## src/rtl/st_sup_pkg.sv

```systemverilog
`timescale 1ns/1ps
package st_sup_pkg;

  typedef enum logic [2:0] {
    ST_WAIT_SUPPLY,
    ST_CONT,
    ST_DELAY,
    ST_WINDOW,
    ST_PERIOD,
    ST_ALARM
  } sup_state_e;

  typedef enum logic [1:0] {
    CAUSE_NONE,
    CAUSE_SELF,
    CAUSE_CONT
  } alarm_cause_e;

  function automatic int imax(input int a, input int b);
    return (a > b) ? a : b;
  endfunction

endpackage

```

## src/rtl/st_btn_sync.sv

```systemverilog
`timescale 1ns/1ps
module st_btn_sync #(
  parameter int STAGES = 2
) (
  input  logic clk,
  input  logic rst,
  input  logic btn_i,
  output logic press_o
);
  logic [STAGES-1:0] sync_q;
  logic              last_q;

  always_ff @(posedge clk) begin
    if (rst) begin
      sync_q  <= '0;
      last_q  <= 1'b0;
      press_o <= 1'b0;
    end else begin
      sync_q  <= {sync_q[STAGES-2:0], btn_i};
      last_q  <= sync_q[STAGES-1];
      press_o <= sync_q[STAGES-1] & ~last_q;
    end
  end


  press_single_chk: assert property (@(posedge clk) disable iff (rst)
    press_o |=> !press_o);

endmodule

```

## src/rtl/st_window_seq.sv

```systemverilog
`timescale 1ns/1ps
module st_window_seq #(
  parameter int WIN_TICKS = 66,
  parameter int ATTEMPTS  = 4,
  parameter int GAP_TICKS = 16
) (
  input  logic clk,
  input  logic rst,
  input  logic tick_i,
  input  logic run_i,
  output logic strobe_o,
  output logic expire_o
);
  localparam int CW = $clog2(WIN_TICKS + ATTEMPTS * GAP_TICKS + 1);
  localparam int AW = $clog2(ATTEMPTS + 1);
  localparam logic [CW-1:0] WIN_LAST = CW'(WIN_TICKS - 1);
  localparam logic [CW-1:0] GAP      = CW'(GAP_TICKS);
  localparam logic [AW-1:0] ATT_MAX  = AW'(ATTEMPTS);

  logic [CW-1:0] wcnt_q;
  logic [CW-1:0] next_at_q;
  logic [AW-1:0] att_q;

  always_ff @(posedge clk) begin
    if (rst || !run_i) begin
      wcnt_q    <= '0;
      next_at_q <= '0;
      att_q     <= '0;
      strobe_o  <= 1'b0;
    end else begin
      strobe_o <= 1'b0;
      if (tick_i) begin
        wcnt_q <= wcnt_q + 1'b1;
        if (wcnt_q == next_at_q && att_q < ATT_MAX) begin
          strobe_o  <= 1'b1;
          att_q     <= att_q + 1'b1;
          next_at_q <= next_at_q + GAP;
        end
      end
    end
  end

  assign expire_o = run_i && tick_i && (wcnt_q == WIN_LAST);


  strobe_width_chk: assert property (@(posedge clk) disable iff (rst)
    strobe_o |=> !strobe_o);


  attempt_limit_chk: assert property (@(posedge clk) disable iff (rst)
    (att_q == ATT_MAX) |=> !strobe_o);


  strobe_needs_run_chk: assert property (@(posedge clk) disable iff (rst)
    strobe_o |-> $past(run_i));

endmodule

```

## src/rtl/st_blinker.sv

```systemverilog
`timescale 1ns/1ps
module st_blinker #(
  parameter int HALF_TICKS = 133
) (
  input  logic clk,
  input  logic rst,
  input  logic tick_i,
  input  logic en_i,
  output logic out_o
);
  localparam int HW = $clog2(HALF_TICKS + 1);
  localparam logic [HW-1:0] HALF_LAST = HW'(HALF_TICKS - 1);

  logic [HW-1:0] cnt_q;
  logic          lvl_q;
  logic          lvl_n;

  always_comb begin
    lvl_n = lvl_q;
    if (!en_i) lvl_n = 1'b1;
    else if (tick_i && cnt_q == HALF_LAST) lvl_n = ~lvl_q;
  end

  always_ff @(posedge clk) begin
    if (rst) begin
      cnt_q <= '0;
      lvl_q <= 1'b1;
      out_o <= 1'b0;
    end else begin
      lvl_q <= lvl_n;
      out_o <= en_i & lvl_n;
      if (!en_i) cnt_q <= '0;
      else if (tick_i) cnt_q <= (cnt_q == HALF_LAST) ? '0 : cnt_q + 1'b1;
    end
  end


  toggle_on_tick_chk: assert property (@(posedge clk) disable iff (rst)
    ((out_o != $past(out_o)) && $past(en_i) && $past(en_i, 2)) |-> $past(tick_i));

endmodule

```

## src/rtl/selftest_supervisor.sv

```systemverilog
`timescale 1ns/1ps
module selftest_supervisor
  import st_sup_pkg::*;
#(
  parameter int CONT_TICKS   = 60,
  parameter int RETEST_TICKS = 1000,
  parameter int WIN_TICKS    = 66,
  parameter int ATTEMPTS     = 4,
  parameter int GAP_TICKS    = 16,
  parameter int HALF_TICKS   = 133,
  parameter int PERIOD_DIV   = 1,
  parameter int SYNC_STAGES  = 2
) (
  input  logic clk,
  input  logic rst,
  input  logic tick_1k,
  input  logic supply_ok,
  input  logic cont_good,
  input  logic test_pass,
  input  logic manual_btn,
  output logic test_strobe,
  output logic alarm_out
);
  localparam int PERIOD_TICKS = 5_400_000 / PERIOD_DIV;
  localparam int TMAX = imax(imax(CONT_TICKS, RETEST_TICKS), PERIOD_TICKS);
  localparam int TW   = $clog2(TMAX + 1);
  localparam logic [TW-1:0] CONT_LAST   = TW'(CONT_TICKS - 1);
  localparam logic [TW-1:0] DELAY_LAST  = TW'(RETEST_TICKS - 1);
  localparam logic [TW-1:0] PERIOD_LAST = TW'(PERIOD_TICKS - 1);

  sup_state_e   state_q, state_d;
  alarm_cause_e cause_q;
  logic [TW-1:0] cnt_q;
  logic          press;
  logic          win_expire;
  logic          timed_state;

  st_btn_sync #(.STAGES(SYNC_STAGES)) u_btn (
    .clk(clk), .rst(rst), .btn_i(manual_btn), .press_o(press)
  );

  st_window_seq #(
    .WIN_TICKS(WIN_TICKS), .ATTEMPTS(ATTEMPTS), .GAP_TICKS(GAP_TICKS)
  ) u_win (
    .clk(clk), .rst(rst), .tick_i(tick_1k), .run_i(state_q == ST_WINDOW),
    .strobe_o(test_strobe), .expire_o(win_expire)
  );

  st_blinker #(.HALF_TICKS(HALF_TICKS)) u_blink (
    .clk(clk), .rst(rst), .tick_i(tick_1k), .en_i(state_q == ST_ALARM),
    .out_o(alarm_out)
  );

  always_comb begin
    state_d = state_q;
    unique case (state_q)
      ST_WAIT_SUPPLY: if (supply_ok) state_d = ST_CONT;
      ST_CONT: begin
        if (cont_good) state_d = ST_DELAY;
        else if (tick_1k && cnt_q == CONT_LAST) state_d = ST_ALARM;
      end
      ST_DELAY:  if (tick_1k && cnt_q == DELAY_LAST) state_d = ST_WINDOW;
      ST_WINDOW: begin
        if (test_pass) state_d = ST_PERIOD;
        else if (win_expire) state_d = ST_ALARM;
      end
      ST_PERIOD: if (tick_1k && cnt_q == PERIOD_LAST) state_d = ST_WINDOW;
      ST_ALARM:  if (press && cause_q == CAUSE_SELF) state_d = ST_DELAY;
      default:   state_d = ST_WAIT_SUPPLY;
    endcase
  end

  assign timed_state = (state_q == ST_CONT) || (state_q == ST_DELAY) ||
                       (state_q == ST_PERIOD);

  always_ff @(posedge clk) begin
    if (rst) begin
      state_q <= ST_WAIT_SUPPLY;
      cnt_q   <= '0;
      cause_q <= CAUSE_NONE;
    end else begin
      state_q <= state_d;
      if (state_d != state_q) cnt_q <= '0;
      else if (tick_1k && timed_state) cnt_q <= cnt_q + 1'b1;
      if (state_d == ST_ALARM && state_q == ST_CONT) cause_q <= CAUSE_CONT;
      else if (state_d == ST_ALARM && state_q == ST_WINDOW) cause_q <= CAUSE_SELF;
    end
  end


  alarm_from_state_chk: assert property (@(posedge clk) disable iff (rst)
    alarm_out |-> $past(state_q == ST_ALARM));


  cont_alarm_sticky_chk: assert property (@(posedge clk) disable iff (rst)
    (cause_q == CAUSE_CONT) |=> (cause_q == CAUSE_CONT) && (state_q == ST_ALARM));


  strobe_in_window_chk: assert property (@(posedge clk) disable iff (rst)
    test_strobe |-> $past(state_q == ST_WINDOW));


  window_entry_chk: assert property (@(posedge clk) disable iff (rst)
    (state_q == ST_WINDOW && $past(state_q) != ST_WINDOW) |->
      ($past(state_q) == ST_DELAY || $past(state_q) == ST_PERIOD));

endmodule

```

## config.mk

```make
export PLATFORM = sky130hd
export DESIGN_NAME = selftest_supervisor
export DESIGN_NICKNAME = d
export VERILOG_FILES = /design/src/rtl/st_sup_pkg.sv /design/src/rtl/st_btn_sync.sv /design/src/rtl/st_window_seq.sv /design/src/rtl/st_blinker.sv /design/src/rtl/selftest_supervisor.sv
export SDC_FILE = /design/constraint.sdc
export NUM_CORES = 1
export LEC_CHECK = 0
export ABC_CLOCK_PERIOD_IN_PS = 2400
export BUFFER_PORTS_ARGS = -buffer_cell sky130_fd_sc_hd__buf_2
export CAP_MARGIN = 40
export CORE_ASPECT_RATIO = 1.25
export CORE_MARGIN = 5
export CORE_UTILIZATION = 55
export DETAILED_ROUTE_END_ITERATION = 12
export PLACE_DENSITY_LB_ADDON = 0.1
export SETUP_SLACK_MARGIN = 0.2
export SYNTH_ARGS = -nofsm -noshare
export SYNTH_HDL_FRONTEND = slang
export SYNTH_SLANG_ARGS = --single-unit
```

## constraint.sdc

```tcl
create_clock -name clk -period 2.4 [get_ports clk]
set_input_delay 0.48 -clock clk [delete_from_list [all_inputs] [get_ports clk]]
set_output_delay 0.48 -clock clk [all_outputs]
set_load 0.05 [all_outputs]
```

== Yosys cells after proc, flatten, opt, wreduce, memory -nomap -nowiden ==
Index checks and enable logic that the tools add are counted.

* Word-level logic and storage cells: 77
* Output and inout bits: 2
* Input bits: 7
* Register bits after elaboration: 62

* Add/subtract/negate cells: 5
* Order comparisons: 1
* Eq/ne operators: 14
* Reduce and logical (&&, ||, !) cells: 22
* Bitwise operators: 6
* Mux-type cells: 15

{| class="wikitable"
|+ Operator list
! cell !! count
|-
| $mux W3 || 8
|-
| $add A23 B1 Y23 const B || 1
|-
| $eq A23 B10 Y1 const B || 1
|-
| $eq A23 B23 Y1 const B || 1
|-
| $eq A23 B6 Y1 const B || 1
|-
| $pmux W3 S6 || 1
|-
| $add A8 B1 Y8 const B || 2
|-
| $logic_and A1 B1 Y1 || 11
|-
| $eq A3 B3 Y1 const B || 3
|-
| $add A8 B5 Y8 const B || 1
|-
| $eq A8 B7 Y1 const B || 1
|-
| $eq A8 B8 Y1 || 1
|-
| $eq A8 B8 Y1 const B || 1
|-
| $mux W8 || 1
|-
| $reduce_or A2 Y1 || 4
|-
| $eq A3 B2 Y1 const B || 2
|-
| $mux W2 || 2
|-
| $not A1 Y1 || 4
|-
| $add A3 B1 Y3 const B || 1
|-
| $eq A3 B1 Y1 const B || 1
|-
| $logic_not A3 Y1 || 1
|-
| $logic_or A1 B1 Y1 || 3
|-
| $lt A3 B3 Y1 const B || 1
|-
| $mux W1 || 3
|-
| 6 further kinds || 7
|}

== Longest topological paths before layout ==
* Depth in word-level cells: 10
* Mapped depth: 8
* Gate-level depth less buffers: 7

== By module ==
From an unflattened synthesis, not the netlist that was laid out.

* Cell total of the unflattened synthesis: 335
* Area, all modules: 3,109.2 sq um

{| class="wikitable"
|+ Modules (own cells, without submodules)
! module !! area an instance (sq um) !! instances !! cells an instance !! sequential area each (sq um)
|-
| selftest_supervisor || 1,715.4 || 1 || 179 || 560.5
|-
| st_window_seq || 799.5 || 1 || 89 || 320.3
|-
| st_blinker || 483.0 || 1 || 59 || 200.2
|-
| st_btn_sync || 111.4 || 1 || 8 || 80.1
|}

== Worst setup path before layout ==
Ideal clock, no wire load.

* Path type: input-to-reg
* Start point: input port tick_1k
* End point: register cnt_q[0]
* Setup time: 0.119 ns
* Required time: 2.281 ns
* Slack: 0.337 ns
* Stages: 6
* Buffers on the path: 1
* Arrival: 1.945 ns
* Cell sequence: or4b_4 nor4_4 and4bb_2 a2bb2oi_4 buf_4 nor3_1

* Longest elaborated chain between the ends: 7
* Elaborated cells between the ends (all ways): 15
* Those cells by class: eq/ne: 1; mux: 7; reduce/logical: 7

{| class="wikitable"
|+ RTL lines
! element !! RTL line !! text
|-
| start: declaration || selftest_supervisor.sv:16 || <nowiki>input logic tick_1k,</nowiki>
|-
| $logic_and A1 B1 Y1 (2 in series) || st_window_seq.sv:43 || <nowiki>assign expire_o = run_i && tick_i && (wcnt_q == WIN_LAST);</nowiki>
|-
| $mux W3 || selftest_supervisor.sv:65 || <nowiki>else if (win_expire) state_d = ST_ALARM;</nowiki>
|-
| $mux W3 || selftest_supervisor.sv:64 || <nowiki>if (test_pass) state_d = ST_PERIOD;</nowiki>
|-
| $pmux W3 S6 || selftest_supervisor.sv:56 || <nowiki>unique case (state_q)</nowiki>
|-
| $ne A3 B3 Y1 || selftest_supervisor.sv:83 || <nowiki>if (state_d != state_q) cnt_q <= '0;</nowiki>
|-
| $reduce_or A2 Y1 (no source line) || - ||
|-
| end signal: assignment || selftest_supervisor.sv:84 || <nowiki>else if (tick_1k && timed_state) cnt_q <= cnt_q + 1'b1;</nowiki>
|-
| end: declaration || selftest_supervisor.sv:33 || <nowiki>logic [TW-1:0] cnt_q;</nowiki>
|}

Several ways; a longest one is shown, not always the timed one.
A chain may end at the register's enable or synchronous reset.

== Worst setup path after layout ==
* Start point: register cnt_q[0]
* End point: register cnt_q[3]

* Longest elaborated chain between the ends: 7
* Elaborated cells between the ends (all ways): 14
* Those cells by class: add/sub: 1; eq/ne: 4; mux: 5; reduce/logical: 4

{| class="wikitable"
|+ RTL lines
! element !! RTL line !! text
|-
| $eq A23 B6 Y1 || selftest_supervisor.sv:60 || <nowiki>else if (tick_1k && cnt_q == CONT_LAST) state_d = ST_ALARM;</nowiki>
|-
| $logic_and A1 B1 Y1 || selftest_supervisor.sv:60 ||
|-
| $mux W3 || selftest_supervisor.sv:60 ||
|-
| $mux W3 || selftest_supervisor.sv:59 || <nowiki>if (cont_good) state_d = ST_DELAY;</nowiki>
|-
| $pmux W3 S6 || selftest_supervisor.sv:56 ||
|-
| $ne A3 B3 Y1 || selftest_supervisor.sv:83 ||
|-
| $reduce_or A2 Y1 (no source line) || - ||
|}

Several ways; a longest one is shown, not always the timed one.

==> impl_metrics.py <==
metrics = {
    "status": {
        "status": "completed",
    },
    "timing": {
        "grt_setup_unrepaired": "yes",
        "fmax_mhz": 462,
        "worst_slack_ns": 0.233,
        "setup_viol": 0,
        "slew_headroom": 0.600,
        "slew_viol_final": 0,
        "period_share": 0.903,
        "min_period_ns": 2.17,
        "final_hold_viol_count": 0,
        "skew_ns": 0.00475,
        "tightest_slew_ns": 0.599,
        "tns_ns": 0,
    },
    "global_routing": {
        "antenna_found_initial": 0,
        "grt_overflow": 0,
        "grt_pass1_wl_mm": 10.8,
        "grt_max_degree": 16,
        "grt_pass1_vias": 2361,
        "grt_use_total": 0.199,
    },
    "logic_synthesis": {
        "synth_enable_flop_cells": 0,
        "ys_async_sr_fraction": 0,
        "synth_cell_types": 50,
        "ys.flop_type": "dfxtp_1",
        "syn_inst": 340,
        "ys_warn_count": 0,
        "synth_seq_cells": 58,
        "synth_area_sq_um": 2990,
        "syn_area_per_cell_sq_um": 8.78,
        "ys_seq_area_frac": 0.389,
        "syn_nets": 356,
    },
    "clock_tree": {
        "clk_pin_slew_ns": 0.07,
        "cts_tree": "yes",
        "htreeDepth": 3,
        "clk_latency_ns": 0.34,
        "cts_sinks": 58,
        "cts_buffers": 9,
        "ctsRootBufferMaster": "clkbuf_8",
        "clockBufferDepth": 2,
        "cts_hold_buf": 0,
    },
    "finish": {
        "layout.cells.non_filler": 438,
        "drive_above_1_share": 0.201,
        "num_antenna_cells": 0,
        "final_cell_mix": "56 x dfxtp_1, 35 x nor2_1, 28 x xnor2_1",
        "syn2layout_area_growth_pct": 18.7,
        "mostFrequentLayoutCell": "dfxtp_1",
        "final_nets": 385,
        "utilization": 0.660,
    },
    "critical_path": {
        "crit_type": "reg2reg",
        "crit_required_ns": 2.63,
        "crit_path_end_kind": "flip-flop",
        "cp-start-kind": "flip-flop",
        "rr_worst_depth": 7,
        "cp_max_fo": 13,
        "critical_path_arrival_ns": 2.40,
    },
    "min_path": {
        "whs_path_depth": 2,
        "hold_class": "in2reg",
    },
    "placement": {
        "dp_cells": 414,
        "portBuffers": 8,
        "dp_slack_ns": 0.0925,
        "globalplace.congestion": 0.843,
        "hpwl_mm": 4.46,
    },
    "die": {
        "dieArea_sq_um": 7010,
        "initial_core_util": 0.556,
        "fp.dieH_microns": 92.4,
        "die_x_microns": 75.9,
        "io_pins": 9,
        "rows": 30,
        "core_sq_um": 5370,
    },
    "routing": {
        "vias_per_cell": 5.79,
        "vias": 2535,
        "drt_iter0_drc": 115,
        "wirelength_mm": 6.60,
        "drc": 0,
        "wl_per_cell_microns": 15.1,
        "firstDrtPassIters": 4,
        "ant_nets": 0,
    },
    "flow_run": {
        "maxCapViolations": 0,
    },
    "pwr": {
        "cellLeakagePower_nw": 1.28,
        "peakVddDrop_uv": 368,
        "p_per_area_nw_per_um2": 547,
    },
}
==> sequential cells by signal (all words and copies together) (netlist names) <==
signal / flops
u_btn.press_o: 1
u_win.strobe_o: 1
state_q: 3
u_win.wcnt_q: 8
u_blink.cnt_q: 8
u_blink.out_o: 1
cnt_q: 23
u_blink.lvl_q: 1
u_win.next_at_q: 4
u_btn.last_q: 1
u_win.att_q: 3
cause_q: 2
u_btn.sync_q: 2
==> metal layers <==
metal	vias up	share of wire	track usage	wire length [microns]
li1	1254	-	-	-
met1	1206	0.43	0.249	2840
met2	55	0.51	0.311	3340
met3	20	0.033	0.0413	218
met4	0	0.031	0.106	203
met5	-	0	0	0
==> cell type report <==
cell class                      count  area, sq um
Clock buffer                       11          141
Fill cell                         468         1820
Sequential cell                    58         1170
Multi-Input combinational cell    256         1830
Timing Repair Buffer               32          255
Clock inverter                      5         30.0
Inverter                           12         45.0
Tap cell                           64         80.1
==> final timing paths <==
| path | slack (ns) | startpoint | endpoint |
|---|---|---|---|
| max | 0.23 | cnt_q[0] | cnt_q[3] |
| min reg2reg | 0.39 | u_btn.last_q | u_btn.press_o |
| min | 0.35 | manual_btn | u_btn.sync_q[0] |
| max reg2reg | 0.23 | cnt_q[0] | cnt_q[3] |
==> metrics by stage <==
| stage | hold slack [ns] | instance area, sq um | total power [mW] |
|---|---|---|---|
| global placement | 0.371 | 3170 | 1.14 |
| CTS | 0.336 | 3350 | 1.93 |
| global route | 0.353 | 3540 | 2.04 |
| detailed placement | 0.382 | 3170 | 1.14 |
| finish | 0.350 | 3540 | 1.94 |
| floorplan | 0.367 | 2990 | 1.10 |
==> Yosys cell counts, types with 3 or more instances <==
library cell | count | area, sq um
dfxtp_1 | 58 | 1160
nor2_1 | 35 | 131
nor3_1 | 35 | 175
xnor2_1 | 28 | 245
nand2_1 | 27 | 101
xor2_1 | 19 | 166
inv_1 | 12 | 45.0
nor4_1 | 12 | 75.1
nand4_1 | 10 | 62.6
and3_1 | 9 | 56.3
ha_1 | 9 | 113
nor2b_1 | 8 | 50.1
nand3_1 | 7 | 35.0
mux2i_1 | 6 | 60.1
a21oi_1 | 5 | 25.0
buf_2 | 5 | 25.0
clkbuf_1 | 5 | 18.8
or4_1 | 4 | 30.0
o2111ai_1 | 3 | 26.3
o21ai_0 | 3 | 15.0
==> where the power goes <==
part	switching [mW]	internal, mW
Combinational	0.0967	0.0790
Clock	0.385	0.396
Sequential	0.0113	0.969
Total	0.493	1.44
==> critical path, stage by stage, from the launching register on <==
cell       delay (ns)
dfxtp_4          0.38
ha_4             0.12
or4b_4           0.47
nor4_4           0.31
and4bb_2         0.31
a2bb2oi_4        0.23
buf_12           0.18
nor3_1           0.06
==> logic make-up after synthesis <==
family / count (synthesis) / synth area share
AO/OA/AOI/OAI: 24 / 0.0629
XOR/XNOR: 47 / 0.138
adder cells (fa/ha/maj): 9 / 0.0377
buffers and inverters: 26 / 0.0373
flip-flops: 58 / 0.389
multiplexers: 6 / 0.0201
AND/OR/NAND/NOR: 170 / 0.315
==> repair_timing <==
action,CTS,global route
buffers inserted,1,4
resized for setup,0,35
pin swaps,0,6
cloned,0,3
endpoints found under the setup margin,20,23
(Power assumes the default switching activity.)
